**config.mk**
```make
export PLATFORM = sky130hd
export DESIGN_NAME = dgroup_slot_guard
export DESIGN_NICKNAME = d
export VERILOG_FILES = /design/src/rtl/dgs_pkg.sv /design/src/rtl/dgs_slot_rules.sv /design/src/rtl/dgs_flush_rules.sv /design/src/rtl/dgs_group_state.sv /design/src/rtl/dgroup_slot_guard.sv
export SDC_FILE = /design/constraint.sdc
export NUM_CORES = 1
export LEC_CHECK = 0
export BUFFER_PORTS_ARGS = -buffer_cell sky130_fd_sc_hd__buf_2
export CORE_AREA = 5 5 42 44
export DETAILED_ROUTE_END_ITERATION = 10
export DIE_AREA = 0 0 47 49
export GPL_TIMING_DRIVEN = 0
export PLACE_DENSITY = 0.61
export SYNTH_ARGS = -nofsm -noshare
export SYNTH_HDL_FRONTEND = slang
export SYNTH_SLANG_ARGS = --single-unit
export TNS_END_PERCENT = 1
```
**constraint.sdc**
```tcl
create_clock -name clk -period 2.6 [get_ports clk]
set_input_delay 0.52 -clock clk [delete_from_list [all_inputs] [get_ports clk]]
set_output_delay 0.52 -clock clk [all_outputs]
set_load 0.05 [all_outputs]
```
**src/rtl/dgs_pkg.sv**
```systemverilog
package dgs_pkg;

  typedef enum logic [2:0] {
    U_PSEUDO = 3'd0,
    U_FIX    = 3'd1,
    U_LSU    = 3'd2,
    U_FPU    = 3'd3,
    U_VALU   = 3'd4,
    U_VPERM  = 3'd5,
    U_CRU    = 3'd6,
    U_BRU    = 3'd7
  } unit_e;

  typedef enum logic [1:0] {
    V_GO   = 2'b00,
    V_WAIT = 2'b01,
    V_NOOP = 2'b10
  } verdict_e;

  typedef struct packed {
    unit_e unit;
    logic  first_only;
    logic  single;
    logic  cracked;
    logic  sets_cnt;
    logic  br_cnt;
    logic  ld_overlap;
  } cand_t;

  // Units that may fill any slot except the last one.
  function automatic logic is_plain_unit(input unit_e u);
    return (u == U_FIX) || (u == U_LSU) || (u == U_FPU) ||
           (u == U_VALU) || (u == U_VPERM);
  endfunction

endpackage

```
**src/rtl/dgs_slot_rules.sv**
```systemverilog
module dgs_slot_rules
  import dgs_pkg::*;
#(
  parameter int GROUP_SLOTS = 5,
  parameter int CR_SLOTS    = 2,
  parameter int CW          = 3
) (
  input  logic [CW-1:0] used,
  input  cand_t         cand,
  output logic          first_blk,
  output logic          crack_blk,
  output logic          unit_blk,
  output logic          slot_blk
);
  localparam logic [CW-1:0] LAST_SLOT  = CW'(GROUP_SLOTS - 1);
  localparam logic [CW-1:0] CRACK_ROOM = CW'(GROUP_SLOTS - 3);
  localparam logic [CW-1:0] CR_LIMIT   = CW'(CR_SLOTS);

  // Position rule per unit class.
  function automatic logic unit_refused(input unit_e u, input logic [CW-1:0] n);
    if (is_plain_unit(u)) return n == LAST_SLOT;
    if (u == U_CRU)       return n >= CR_LIMIT;
    return 1'b0;
  endfunction

  logic real_op;

  always_comb begin
    real_op   = (cand.unit != U_PSEUDO);
    first_blk = real_op && (used != '0) && (cand.first_only || cand.single);
    crack_blk = real_op && cand.cracked && (used > CRACK_ROOM);
    unit_blk  = real_op && unit_refused(cand.unit, used);
    slot_blk  = first_blk || crack_blk || unit_blk;
  end

endmodule

```
**src/rtl/dgs_flush_rules.sv**
```systemverilog
module dgs_flush_rules
  import dgs_pkg::*;
(
  input  cand_t cand,
  input  logic  cnt_set,
  output logic  cnt_hit,
  output logic  noop_req
);
  always_comb begin
    cnt_hit  = (cand.unit != U_PSEUDO) && cnt_set && cand.br_cnt;
    noop_req = cnt_hit || ((cand.unit != U_PSEUDO) && cand.ld_overlap);
  end
endmodule

```
**src/rtl/dgs_group_state.sv**
```systemverilog
module dgs_group_state #(
  parameter int GROUP_SLOTS = 5,
  parameter int CW          = 3
) (
  input  logic          clk,
  input  logic          rst,
  input  logic          take_commit,
  input  logic          take_noop,
  input  logic          closes,
  input  logic          cracked,
  input  logic          sets_cnt,
  output logic [CW-1:0] used,
  output logic          cnt_set,
  output logic          grp_end
);
  localparam logic [CW:0] FULL = (CW+1)'(GROUP_SLOTS);
  localparam logic [CW:0] LAST = (CW+1)'(GROUP_SLOTS - 1);

  // Fill level after a commit: early close jumps to the last slot first.
  function automatic logic [CW:0] fill_after(input logic [CW-1:0] cur,
                                             input logic close_now,
                                             input logic two);
    logic [CW:0] base;
    base = close_now ? LAST : {1'b0, cur};
    return base + (CW+1)'(1) + (CW+1)'(two);
  endfunction

  logic [CW:0] nxt;
  logic        moving;

  always_comb begin
    moving = take_commit || take_noop;
    if (take_commit)    nxt = fill_after(used, closes, cracked);
    else if (take_noop) nxt = {1'b0, used} + (CW+1)'(1);
    else                nxt = {1'b0, used};
    grp_end = moving && (nxt >= FULL);
  end

  always_ff @(posedge clk) begin
    if (rst) begin
      used    <= '0;
      cnt_set <= 1'b0;
    end else if (grp_end) begin
      used    <= '0;
      cnt_set <= 1'b0;
    end else begin
      if (moving) used <= nxt[CW-1:0];
      if (take_commit && sets_cnt) cnt_set <= 1'b1;
    end
  end

endmodule

```
**src/rtl/dgroup_slot_guard.sv**
```systemverilog
module dgroup_slot_guard
  import dgs_pkg::*;
#(
  parameter int GROUP_SLOTS = 5,
  parameter int CR_SLOTS    = 2
) (
  input  logic       clk,
  input  logic       rst,
  input  logic [2:0] cand_unit,
  input  logic       cand_first,
  input  logic       cand_single,
  input  logic       cand_cracked,
  input  logic       cand_sets_cnt,
  input  logic       cand_br_cnt,
  input  logic       cand_ld_overlap,
  input  logic       commit,
  input  logic       noop_adv,
  output logic [1:0] verdict,
  output logic       strobe_err
);
  localparam int CW = $clog2(GROUP_SLOTS + 1);

  cand_t         cand;
  logic [CW-1:0] used_q;
  logic          cnt_set_q;
  logic          grp_end;
  logic          first_blk, crack_blk, unit_blk, slot_blk;
  logic          cnt_hit, noop_req;
  logic          take_commit, take_noop, closes, is_pseudo;
  verdict_e      verdict_w;

  always_comb begin
    cand.unit       = unit_e'(cand_unit);
    cand.first_only = cand_first;
    cand.single     = cand_single;
    cand.cracked    = cand_cracked;
    cand.sets_cnt   = cand_sets_cnt;
    cand.br_cnt     = cand_br_cnt;
    cand.ld_overlap = cand_ld_overlap;
  end

  assign is_pseudo   = (cand.unit == U_PSEUDO);
  assign strobe_err  = commit && noop_adv;
  assign take_commit = commit && !noop_adv && !is_pseudo;
  assign take_noop   = noop_adv && !commit;
  assign closes      = (cand.unit == U_BRU) || cand.single;

  dgs_slot_rules #(
    .GROUP_SLOTS(GROUP_SLOTS),
    .CR_SLOTS   (CR_SLOTS),
    .CW         (CW)
  ) u_slot (
    .used     (used_q),
    .cand     (cand),
    .first_blk(first_blk),
    .crack_blk(crack_blk),
    .unit_blk (unit_blk),
    .slot_blk (slot_blk)
  );

  dgs_flush_rules u_flush (
    .cand    (cand),
    .cnt_set (cnt_set_q),
    .cnt_hit (cnt_hit),
    .noop_req(noop_req)
  );

  dgs_group_state #(
    .GROUP_SLOTS(GROUP_SLOTS),
    .CW         (CW)
  ) u_state (
    .clk        (clk),
    .rst        (rst),
    .take_commit(take_commit),
    .take_noop  (take_noop),
    .closes     (closes),
    .cracked    (cand.cracked),
    .sets_cnt   (cand.sets_cnt),
    .used       (used_q),
    .cnt_set    (cnt_set_q),
    .grp_end    (grp_end)
  );

  // Priority: slot rules, then no-op requests.
  always_comb begin
    if (is_pseudo)     verdict_w = V_GO;
    else if (slot_blk) verdict_w = V_WAIT;
    else if (noop_req) verdict_w = V_NOOP;
    else               verdict_w = V_GO;
  end

  assign verdict = verdict_w;

endmodule

```
Word-level counts from Yosys, hierarchy flattened
Cells that the tools add are included.

Input bits: 13. Output and inout port bits: 3. Logic and storage cells: 60. Flip-flop bits (word level): 4.

Add/sub/neg operators: 3. $lt $le $gt $ge: 3. Eq/ne operators: 8. Multiplexer cells: 13. Reductions and logical operators: 31.

Operators with widths (count): $eq 3x3->1 const B (5); $logic_and 1x1->1 (14); $logic_or 1x1->1 (10); $mux 4 (2); $mux 1 (7); $eq 3x2->1 const B (2); $mux 2 (3); $reduce_bool 3->1 (2); $add 3x1->4 const B (1); $add 4x1->4 (1); $add 4x1->4 const B (1); $ge 4x3->1 const B (1); $eq 3x1->1 const B (1); $ge 3x2->1 const B (1); $gt 3x2->1 const B (1); $logic_not 1->1 (3); $logic_not 3->1 (1); $mux 3 (1); $reduce_or 2->1 (1).

Depth between registers and ports, before layout
Gate-level depths: netlist of run 1.

Word-level depth: 13. Depth in mapped cells: 10. Depth with buffers taken out: 10.

By module
Synthesis of run 1 repeated with hierarchy kept, for this count alone.

Cells, all modules: 66. Area total of the unflattened synthesis: 504.2 µm².

By module, submodules not included: dgs_group_state (instances 1, area each 331.6 µm², seq. area each 80.1 µm², cells an instance 38); dgs_slot_rules (instances 1, area each 93.8 µm², seq. area each 0.0 µm², cells an instance 16); dgroup_slot_guard (instances 1, area each 52.6 µm², seq. area each 0.0 µm², cells an instance 7); dgs_flush_rules (instances 1, area each 26.3 µm², seq. area each 0.0 µm², cells an instance 5).

Worst setup path after synthesis of run 1
No wires, ideal clock.

Path type: register -> output. Start point: reg u_state.used[1]. End point: out verdict[1]. Path buffers: 0. Stages on the path, launching flop included: 6. Required time: 2080 ps. Arrival: 2156 ps. Setup slack: -76 ps. Path through: dfxtp_1 inv_1 ha_1 a211oi_1 o22a_1 nor3b_1.

Cells in the longest elaborated chain, start to end: 9. Elaborated cells between the ends (all ways): 16. Classes of those cells: order compare (2); eq/ne (1); mux (6); reduce/logical (7).

RTL lines: start: declaration (RTL line dgs_group_state.sv:12) `output logic [CW-1:0] used,`; start signal: assignment (RTL line dgs_group_state.sv:47) `if (moving) used <= nxt[CW-1:0];`; branches (longest 6 deep; another with $ge 3x2->1); $logic_or 1x1->1 * (RTL line dgs_slot_rules.sv:33) `slot_blk = first_blk || crack_blk || unit_blk;`; $mux 2 * (RTL line dgroup_slot_guard.sv:87) `else if (slot_blk) verdict_w = V_WAIT;`; $mux 2 * (RTL line dgroup_slot_guard.sv:86) `if (is_pseudo) verdict_w = V_GO;`; end: declaration (RTL line dgroup_slot_guard.sv:18) `output logic [1:0] verdict,`.

Every way passes the cells marked *. The select of a mux whose other input is x is not followed.

Worst setup path in the final report of run 1
Start point: in cand_unit[0]. End point: reg u_state.used[2].

Cells in the longest elaborated chain, start to end: 9. Elaborated cells between the ends (all ways): 13. Classes of those cells: add/sub (2); order compare (1); eq/ne (1); mux (2); reduce/logical (7).

RTL lines: start: declaration (RTL line dgroup_slot_guard.sv:9) `input logic [2:0] cand_unit,`; $eq 3x3->1 (RTL line dgroup_slot_guard.sv:46) `assign closes = (cand.unit == U_BRU) || cand.single;`; $logic_or 1x1->1 (RTL line dgroup_slot_guard.sv:46); $mux 3 (RTL line dgs_group_state.sv:24) `base = close_now ? LAST : {1'b0, cur};`; $add 4x1->4 (2 in a row) (RTL line dgs_group_state.sv:25) `return base + (CW+1)'(1) + (CW+1)'(two);`; $mux 4 (RTL line dgs_group_state.sv:33) `if (take_commit) nxt = fill_after(used, closes, cracked);`; $ge 4x3->1 (RTL line dgs_group_state.sv:36) `grp_end = moving && (nxt >= FULL);`; $logic_and 1x1->1 (RTL line dgs_group_state.sv:36); $reduce_or 2->1 (no line).

Several ways; a longest one is shown, not always the timed one. A chain may end at the register's enable or synchronous reset.

==> results.ini, run 1 <==
[run_status]
outcome = finished clean

[clock_network]
ctsHoldBuffers = 0
path_clk_slew_ns = 0.04
cts_post_setup_buffers_inserted = 0
clkSinkCount = 4
clockRootBuffer = clkbuf_4
cts.path.max_buffers = 2
htree_levels = 1
clkLatencyLatePin_ns = 0.23
numCtsBuffers = 3
cts_tree = done
cts_resized = 0

[critical_path]
crit_path_end_kind = flop
path_cells = buf_2 -> a31oi_1 -> nand2_1 -> ha_1 -> inv_1 -> ha_1 -> inv_1 -> a41oi_1 -> o221ai_1 -> o31a_1 -> nor4_2
cpPeakStageDelay_ns = 0.35
cpMaxStageDelayCell = a31oi_1
crit_path_max_fanout = 6
cp_data_required_time_ns = 2.74
arrival_ns = 2.49
start_kind = input port
path_class = in2reg

[drt]
ant_nets = 0
remaining_drc_errors = 0
avgViaCountPerCell = 5.53
drt_pass1_iterations = 4
wire_per_inst_um = 12.0
vias = 531
drt_iter0_drc = 9
wirelength_um = 1160

[synth]
yosysUniqueCellTypes = 34
netlist_area_um2 = 473
syn-num-nets = 80
synth.avg_cell_area_um2 = 7.63
synth_seq_cells = 4
yosysSeqAreaShare_pct = 16.9
yosysWarnings = 0
syn_inst = 62

[power_and_ir_drop]
leakagePower_nw = 0.264
pwr-share-comb_pct = 41.6
p_total_uw = 250
p_sw_share_pct = 37.4
pwr_density_cell_nw_per_um2 = 420
power.switching_uw = 93.5
clkPwrFrac_pct = 30.3
p_int_uw = 157
irDropWorstVdd_uv = 257
seqPwrFrac_pct = 28.2

[timing]
worst_pin_slew_ns = 0.673
hold_viol = 0
rsz0062_at_grt = false
holdWs_ns = 0.531
setup_tns_ns = 0
fin_worst_skew_ns = 0.00601
setup_violations = 0
fin_ws_ns = 0.255
fin_crit_sh_pct = 90.2
fin_crit_ns = 2.34
max_slew_margin_pct = 54.6
slew_violations = 0
clock.fmax_mhz = 426

[layout]
fillCellCount = 169
final_util_pct = 42.5
nets = 100
syn2layout_area_growth_pct = 25.9
layout-drive-gt1-share_pct = 28.7
diodes = 0
stdcell_count = 96
fin_area_um2 = 596

[floorplan]
io_pins = 16
core_um2 = 1400
start_util_pct = 33.8
die_w_um = 47
row_count = 14
dieArea_um2 = 2300
die_y_um = 49

[grt]
grt_usage_pct = 10.3
grt_pass1_wl_um = 1810
grt.overflow.total = 0
grt_pass1_vias = 462
grt_max_degree = 10
antenna_found_initial = 0

[placed_design]
place_congestion = 0.809
pre_cts_ws_ns = 0.0231
dp.cells = 93
placed_cell_area_um2 = 573
io_buffers = 15
dp_hpwl_um = 957

[flow_run]
drv_cap = 0

[min_path]
hp-class = reg2reg

-- metal layers --
metal	track usage [%]	wire [µm]
met5	0	0
met1	12.8	522
met4	5.53	0
met3	1.48	60
met2	16.3	572
-- cell usage in the layout (no fill, tap or decap), types with 2 or more instances in the layout --
cell	synthesis	routed
a21oi_1	4	4
nor3_1	4	4
a41oi_1	3	3
clkbuf_4	0	3
ha_1	5	5
dfxtp_1	4	4
nand2_1	4	4
nor2_1	5	5
inv_1	5	5
nor2b_1	2	2
and2_1	2	2
buf_2	1	16
-- power by group through the flow --
stage / clock network, mW / logic (mW) / registers (mW)
after floorplan: 0 / 0.0753 / 0.0703
after global placement: 0 / 0.103 / 0.0716
after detailed placement: 0 / 0.104 / 0.0715
after CTS: 0.0804 / 0.104 / 0.0706
after global routing: 0.0819 / 0.114 / 0.0714
final: 0.0757 / 0.104 / 0.0705
-- registers in the layout (all words and copies together) (netlist names) --
signal           count
u_state.cnt_set      1
u_state.used         3
-- synth_stat cells --
| cell | instances | area, µm² |
|---|---|---|
| o31ai_1 | 1 | 7.51 |
| nor3_1 | 4 | 20.0 |
| clkbuf_1 | 1 | 3.75 |
| nor2_1 | 5 | 18.8 |
| o221ai_1 | 1 | 8.76 |
| o21ai_0 | 1 | 5.00 |
| nor2b_1 | 2 | 12.5 |
| nor4_2 | 1 | 12.5 |
| a211oi_1 | 1 | 7.51 |
| o22a_1 | 1 | 8.76 |
| o21a_1 | 1 | 7.51 |
| ha_1 | 5 | 62.6 |
| nand3_1 | 1 | 5.00 |
| and2_1 | 2 | 12.5 |
| nor3b_1 | 1 | 7.51 |
| a31oi_1 | 1 | 6.26 |
| a21oi_1 | 4 | 20.0 |
| and2_2 | 1 | 7.51 |
| o31a_1 | 1 | 8.76 |
| a41oi_1 | 3 | 26.3 |
| or3_1 | 1 | 6.26 |
| nand2_1 | 4 | 15.0 |
| and3b_1 | 1 | 8.76 |
| buf_2 | 1 | 5.00 |
| nor4bb_1 | 1 | 10.0 |
| inv_1 | 5 | 18.8 |
| a32o_1 | 1 | 10.0 |
| a32oi_1 | 1 | 8.76 |
| o2bb2ai_1 | 1 | 8.76 |
| dfxtp_1 | 4 | 80.1 |
| a21o_1 | 1 | 7.51 |
| a31o_2 | 1 | 8.76 |
| o41ai_1 | 1 | 8.76 |
| and2b_1 | 1 | 7.51 |
-- cells by family after synthesis --
logic type      Yosys count  synth area share (%)
fa+ha+maj                 5                  13.2
buf+inv                   7                  5.82
flops                     4                  16.9
simple gates             25                  30.4
compound gates           21                  33.6
-- cell type report --
cell class	count	area [µm²]	share of cell area (%)
Clock buffer	3	22.5	3.78
Buffer	2	8.76	1.47
Inverter	5	18.8	3.15
Multi-Input combinational cell	51	370	62.2
Sequential cell	4	80.1	13.4
Timing Repair Buffer	15	75.1	12.6
Tap cell	16	20.0	3.36
-- path summary, 6_finish.rpt --
check                                    start                            to  slack [ns]  cells after the start
setup / recovery                  cand_unit[0]  u_state.used[2]$_SDFFE_PP0P_        0.26                     11
hold / removal    u_state.cnt_set$_SDFFE_PP0P_  u_state.cnt_set$_SDFFE_PP0P_        0.53                      2
setup reg to reg  u_state.used[0]$_SDFFE_PP0P_  u_state.used[2]$_SDFFE_PP0P_        0.69                      9
hold reg to reg   u_state.cnt_set$_SDFFE_PP0P_  u_state.cnt_set$_SDFFE_PP0P_        0.53                      2
-- worst max-delay path, delay by kind of cell --
family | cells | cell delay (ns)
compound gates | 4 | 0.90
fa+ha+maj | 2 | 0.42
buf+inv | 3 | 0.28
simple gates | 2 | 0.39
(Power assumes the default switching activity.)
==> inputs of run 2 (changes only) <==
- ABC_AREA: unset -> 1
- MAX_ROUTING_LAYER: unset -> met4
- PLACE_DENSITY: 0.61 -> 0.65
==> results.ini, run 2 <==
[clock_network]
htree_levels = 1  ; unchanged
clkSinkCount = 4  ; unchanged
cts_tree = done
cts_post_setup_buffers_inserted = 0  ; unchanged
path_clk_slew_ns = 0.04  ; about the same
clockRootBuffer = clkbuf_4
cts_resized = 0  ; unchanged
numCtsBuffers = 3  ; unchanged
cts.path.max_buffers = 2  ; unchanged
ctsHoldBuffers = 0  ; unchanged
clkLatencyLatePin_ns = 0.24  ; about the same

[timing]
setup_violations = 0  ; unchanged
clock.fmax_mhz = 455  ; +6.8%
setup_tns_ns = 0  ; unchanged
slew_violations = 0  ; unchanged
fin_crit_sh_pct = 84.5  ; -5.7 points
fin_crit_ns = 2.20  ; -0.148 ns
rsz0062_at_grt = false
fin_worst_skew_ns = 0.00715  ; +0.00114 ns
hold_viol = 0  ; unchanged
worst_pin_slew_ns = 0.247  ; -0.426 ns
max_slew_margin_pct = 83.5  ; +29 points

[min_path]
hold_depth = 3  ; +1
hold_end = u_state.cnt_set$_SDFFE_PP0P_
hp-class = in2reg
hold_start = rst

[layout]
layout-drive-gt1-share_pct = 28.6  ; -0.18 points
largest-register = u_state.used
final_cell_mix = nand2_1 (20), inv_1 (15), buf_2 (15)
stdcell_count = 121  ; +26%
largest_register_ff_count = 3  ; unchanged
syn2layout_area_growth_pct = 22.3
seqCellArea_um2 = 80.1  ; unchanged
fillCellCount = 162  ; -4.1%
multiInputGateArea_um2 = 383  ; +3.4%
nets = 125  ; +25%
diodes = 0  ; unchanged
reg_top3 = u_state.used x3, u_state.cnt_set x1
final_common_cell = nand2_1

[grt]
grt_pass1_wl_um = 2080  ; +14%
antenna_found_initial = 0  ; unchanged
grt_pass1_vias = 516  ; +12%
grt_usage_pct = 12.2  ; +1.9 points
grt_max_degree = 9  ; -1
grt.overflow.total = 0  ; unchanged

[critical_path]
path_class = reg2out
reg2reg_depth = 9  ; unchanged
worst_r2r_startpoint = u_state.used[0]$_SDFFE_PP0P_
start_kind = flop
cp_data_required_time_ns = 2.08  ; -0.66 ns
crit_path_max_fanout = 5  ; -1
worst-path-buf-inv = 2  ; -1
cpMaxStageDelayCell = dfxtp_1
reg2reg_to = u_state.used[0]$_SDFFE_PP0P_
cpPeakStageDelay_ns = 0.41  ; +0.06 ns
crit_path_end_kind = output pin
path_cells = inv_1 -> ha_1 -> a32oi_1 -> nand3_1 -> a21oi_1 -> buf_2
arrival_ns = 1.68  ; -0.81 ns
r2r_setup_slack_ns = 1.08  ; +0.39 ns
critPathTopFamily = flip-flops

[drt]
wire_per_inst_um = 9.84  ; -18%
remaining_drc_errors = 0  ; unchanged
avgViaCountPerCell = 4.78  ; -14%
ant_nets = 0  ; unchanged
drt_pass1_iterations = 4  ; unchanged
vias = 578  ; +8.9%
drt_iter0_drc = 7  ; -2
wirelength_um = 1190  ; +3.1%

[synth]
ys_top_cells_by_count = nand2_1 (20), inv_1 (15), nand3_1 (13)
yosysWarnings = 0  ; unchanged
yosysUniqueCellTypes = 20  ; -41%
synth.avg_cell_area_um2 = 6.05  ; -21%
ys.flop_type = dfxtp_1
syn_inst = 87  ; +40%
synth_seq_cells = 4  ; unchanged
synth_top_area_share_pct = 15.2  ; -1.7 points
synth-edff-count = 0  ; unchanged
synth_area_leaders = dfxtp_1 (15%), nand2_1 (14%), nand3_1 (12%)
synth_area_leader_cell = dfxtp_1
syn-num-nets = 105  ; +31%
synth.most_common_cell = nand2_1
yosysSeqAreaShare_pct = 15.2  ; -1.7 points
netlist_area_um2 = 527  ; +11%
synthArstFlopShare_pct = 0  ; unchanged

[power_and_ir_drop]
irDropWorstVdd_uv = 232  ; -9.9%
p_total_uw = 263  ; +5.1%
pwr_density_cell_nw_per_um2 = 408  ; -2.8%
leakagePower_nw = 0.350  ; +33%

[placed_design]
dp.cells = 118  ; +27%
place_congestion = 0.790  ; -2.4%
dp_hpwl_um = 1010  ; +5.2%
io_buffers = 15  ; unchanged

[floorplan]
core_um2 = 1400  ; unchanged
die_w_um = 47  ; unchanged
die_y_um = 49  ; unchanged
io_pins = 16  ; unchanged
dieArea_um2 = 2300  ; unchanged
start_util_pct = 37.6  ; +3.8 points
row_count = 14  ; unchanged

[flow_run]
drv_cap = 0  ; unchanged

[run_status]
outcome = finished clean

-- run 2: worst min-delay path, cell delays in order --
cell      delay [ns]
buf_2           0.07
nand3b_1        0.17
nor3_1          0.07
-- run 2: cell type report --
cell class              count  area share, %
flip-flops and latches      4           12.4
well taps                  16           3.11
repair buffers             15           11.7
clock buffers               3           3.50
multi-input cells          66           59.4
inverters                  17           9.90
-- run 2: per-layer routing --
metal	share of wire (%)	GRT usage (%)
met4	0	2.76
met5	0	-
met1	43	14.4
met2	51	19.9
met3	6.0	3.32
-- run 2: power by group --
part / internal (mW) / switching, mW / leakage, nW
combinational: 0.0391 / 0.0743 / 0.303
clock: 0.0517 / 0.0262 / 0.0138
sequential: 0.0662 / 0.00565 / 0.0327
-- run 2: metrics by stage --
step	hold WS, ns	setup slack [ns]	utilization [%]	area, µm²
floorplan	0.614	0.392	-	527
global placement	0.632	0.599	44.4	622
detailed placement	0.634	0.571	44.4	622
CTS	0.637	0.374	46.0	644
global route	0.649	0.256	46.0	644
finish	0.646	0.404	46.0	644
-- run 2: how the worst max path moves through the flow --
stage                            startpoint                           end  slack [ns]  cells past startpoint
4_1_cts        u_state.used[1]$_SDFFE_PP0P_                    verdict[1]        0.37                      6
3_5_place_dp                   cand_unit[0]  u_state.used[1]$_SDFFE_PP0P_        0.57                     13
6_report       u_state.used[1]$_SDFFE_PP0P_                    verdict[1]        0.40                      6
2_1_floorplan  u_state.used[0]$_SDFFE_PP0P_                    verdict[1]        0.39                      5
3_3_place_gp                   cand_unit[2]  u_state.used[1]$_SDFFE_PP0P_        0.60                     13
5_1_grt        u_state.used[1]$_SDFFE_PP0P_                    verdict[1]        0.26                      6
-- run 2: logic make-up after synthesis --
group           synth area share, %
simple gates                   53.0
buf+inv                        12.1
compound gates                 6.18
fa+ha+maj                      11.9
flops                          15.2
xor+xnor                       1.66
==> inputs of run 3 (changes only) <==
- clock period: 2.6 -> 2.1 ns (I/O delays scaled with it)
==> results.ini, run 3 (same netlist as run 2, synthesis figures left out) <==
[placed_design]
dp_hpwl_um = 996  ; -1.1%
placed_cell_area_um2 = 626  ; +0.60%
place_congestion = 0.773  ; -2.2%
pre_cts_ws_ns = 0.153  ; -0.418 ns
io_buffers = 15  ; unchanged

[critical_path]
path_class = reg2out
path_cells = inv_1 -> ha_1 -> a32oi_1 -> nand3_1 -> and2_1 -> clkbuf_4
critPathTopFamily = flip-flops
worst-path-buf-inv = 2  ; unchanged
crit_path_max_fanout = 5  ; unchanged
cpPeakStageDelay_ns = 0.36  ; -0.05 ns
cpMaxStageDelayCell = dfxtp_2
start_kind = flop
crit_path_end_kind = output pin
arrival_ns = 1.56  ; -0.12 ns
cp_data_required_time_ns = 1.68  ; -0.40 ns
r2r_setup_slack_ns = 0.64  ; -0.44 ns

[flow_run]
drv_cap = 0  ; unchanged

[min_path]
hp-class = in2reg

[drt]
ant_nets = 0  ; unchanged
avgViaCountPerCell = 4.79  ; +0.17%
wire_per_inst_um = 9.53  ; -3.2%
drt_pass1_iterations = 4  ; unchanged
remaining_drc_errors = 0  ; unchanged
vias = 579  ; +0.17%
wirelength_um = 1150  ; -3.2%
drt_iter0_drc = 4  ; -3

[clock_network]
clockRootBuffer = clkbuf_4
cts_tree = done
cts.path.max_buffers = 2  ; unchanged
clkLatencyLatePin_ns = 0.23  ; about the same
numCtsBuffers = 3  ; unchanged
clkSinkCount = 4  ; unchanged
path_clk_slew_ns = 0.04  ; about the same
htree_levels = 1  ; unchanged

[timing]
max_slew_margin_pct = 83.2  ; -0.30 points
holdWs_ns = 0.530  ; -0.116 ns
hold_viol = 0  ; unchanged
fin_ws_ns = 0.122  ; -0.282 ns
fin_crit_ns = 1.98
worst_pin_slew_ns = 0.251  ; +0.00448 ns
slew_violations = 0  ; unchanged
fin_worst_skew_ns = 0.00315  ; -0.00400 ns
setup_violations = 0  ; unchanged
fin_crit_sh_pct = 94.2
clock.fmax_mhz = 506

[floorplan]
die_w_um = 47  ; unchanged
io_pins = 16  ; unchanged
dieArea_um2 = 2300  ; unchanged
core_um2 = 1400  ; unchanged
die_y_um = 49  ; unchanged
start_util_pct = 37.6  ; unchanged
row_count = 14  ; unchanged

[layout]
fillCellCount = 152  ; -6.2%
reg_top3 = u_state.used x3, u_state.cnt_set x1
syn2layout_area_growth_pct = 24.5
final_cell_mix = nand2_1 (20), inv_1 (15), nand3_1 (13), buf_2 (13)
layout-drive-gt1-share_pct = 31.4  ; +2.9 points
largest-register = u_state.used
final_common_cell = nand2_1
nets = 125  ; unchanged
fin_area_um2 = 656  ; +1.7%
largest_register_ff_count = 3  ; unchanged
diodes = 0  ; unchanged

[power_and_ir_drop]
clkPwrFrac_pct = 27.8  ; -1.8 points
p_int_uw = 199  ; +27%
p_sw_share_pct = 38.9  ; -1.4 points
seqPwrFrac_pct = 27.5  ; +0.2 points
leakagePower_nw = 0.351  ; +0.45%
pwr_density_cell_nw_per_um2 = 497  ; +22%
power.switching_uw = 127  ; +20%
irDropWorstVdd_uv = 280  ; +21%
pwr-share-comb_pct = 44.7  ; +1.6 points

[grt]
grt.overflow.total = 0  ; unchanged
grt_pass1_wl_um = 1860  ; -11%
grt_pass1_vias = 483  ; -6.4%
grt_usage_pct = 11.2  ; -0.99 points
grt_max_degree = 9  ; unchanged
antenna_found_initial = 0  ; unchanged

[run_status]
outcome = finished clean

-- run 3: area by class of cell --
type / count / area [µm²] / share of cell area, %
multi-input cells: 66 / 387 / 59.0
well taps: 16 / 20.0 / 3.05
clock buffers: 3 / 22.5 / 3.44
repair buffers: 15 / 80.1 / 12.2
flip-flops and latches: 4 / 82.6 / 12.6
inverters: 17 / 63.8 / 9.73
-- run 3: per-stage QoR --
step	instances	power [mW]	utilization [%]	setup TNS, ns
floorplan	87	0.195	-	0
global placement	118	0.231	44.6	0
detailed placement	118	0.233	44.6	0
CTS	121	0.330	46.4	0
global route	121	0.359	46.8	-0.00391
finish	121	0.326	46.8	0
-- run 3: layer usage --
metal / vias up / global-route usage, % / wire length [µm]
met5: - / - / 0
met4: 0 / 6.91 / 0
met3: 0 / 2.58 / 59
met2: 8 / 16.1 / 574
met1: 250 / 13.6 / 519
li1: 321 / - / -
-- run 3: final timing paths --
check / endpoint / cells after the start / from
worst max-delay path: verdict[0] / 6 / u_state.used[1]$_SDFFE_PP0P_
worst min-delay path: u_state.used[0]$_SDFFE_PP0P_ / 3 / rst
worst min register to register: u_state.cnt_set$_SDFFE_PP0P_ / 3 / u_state.cnt_set$_SDFFE_PP0P_
worst max register to register: u_state.used[1]$_SDFFE_PP0P_ / 9 / u_state.used[0]$_SDFFE_PP0P_
-- run 3: power groups by stage --
stage	clock [mW]	sequential, mW	combinational, mW
after floorplan	0	0.0879	0.107
after global placement	0	0.0901	0.141
after detailed placement	0	0.0901	0.143
after CTS	0.0959	0.0889	0.146
after global routing	0.106	0.0905	0.162
final	0.0906	0.0897	0.146
-- run 3: timing repair --
| item | in CTS | in global routing |
|---|---|---|
| endpoints found under the setup margin | 1 | 2 |
| gates resized for setup | 1 | 3 |
| setup buffers | 0 | 0 |
| gates cloned | 0 | 0 |
| hold buffers | 0 | 0 |
-- run 3: worst min-delay path: stages --
cell	delay, ns
buf_2	0.08
nand3b_1	0.15
nor3_1	0.07
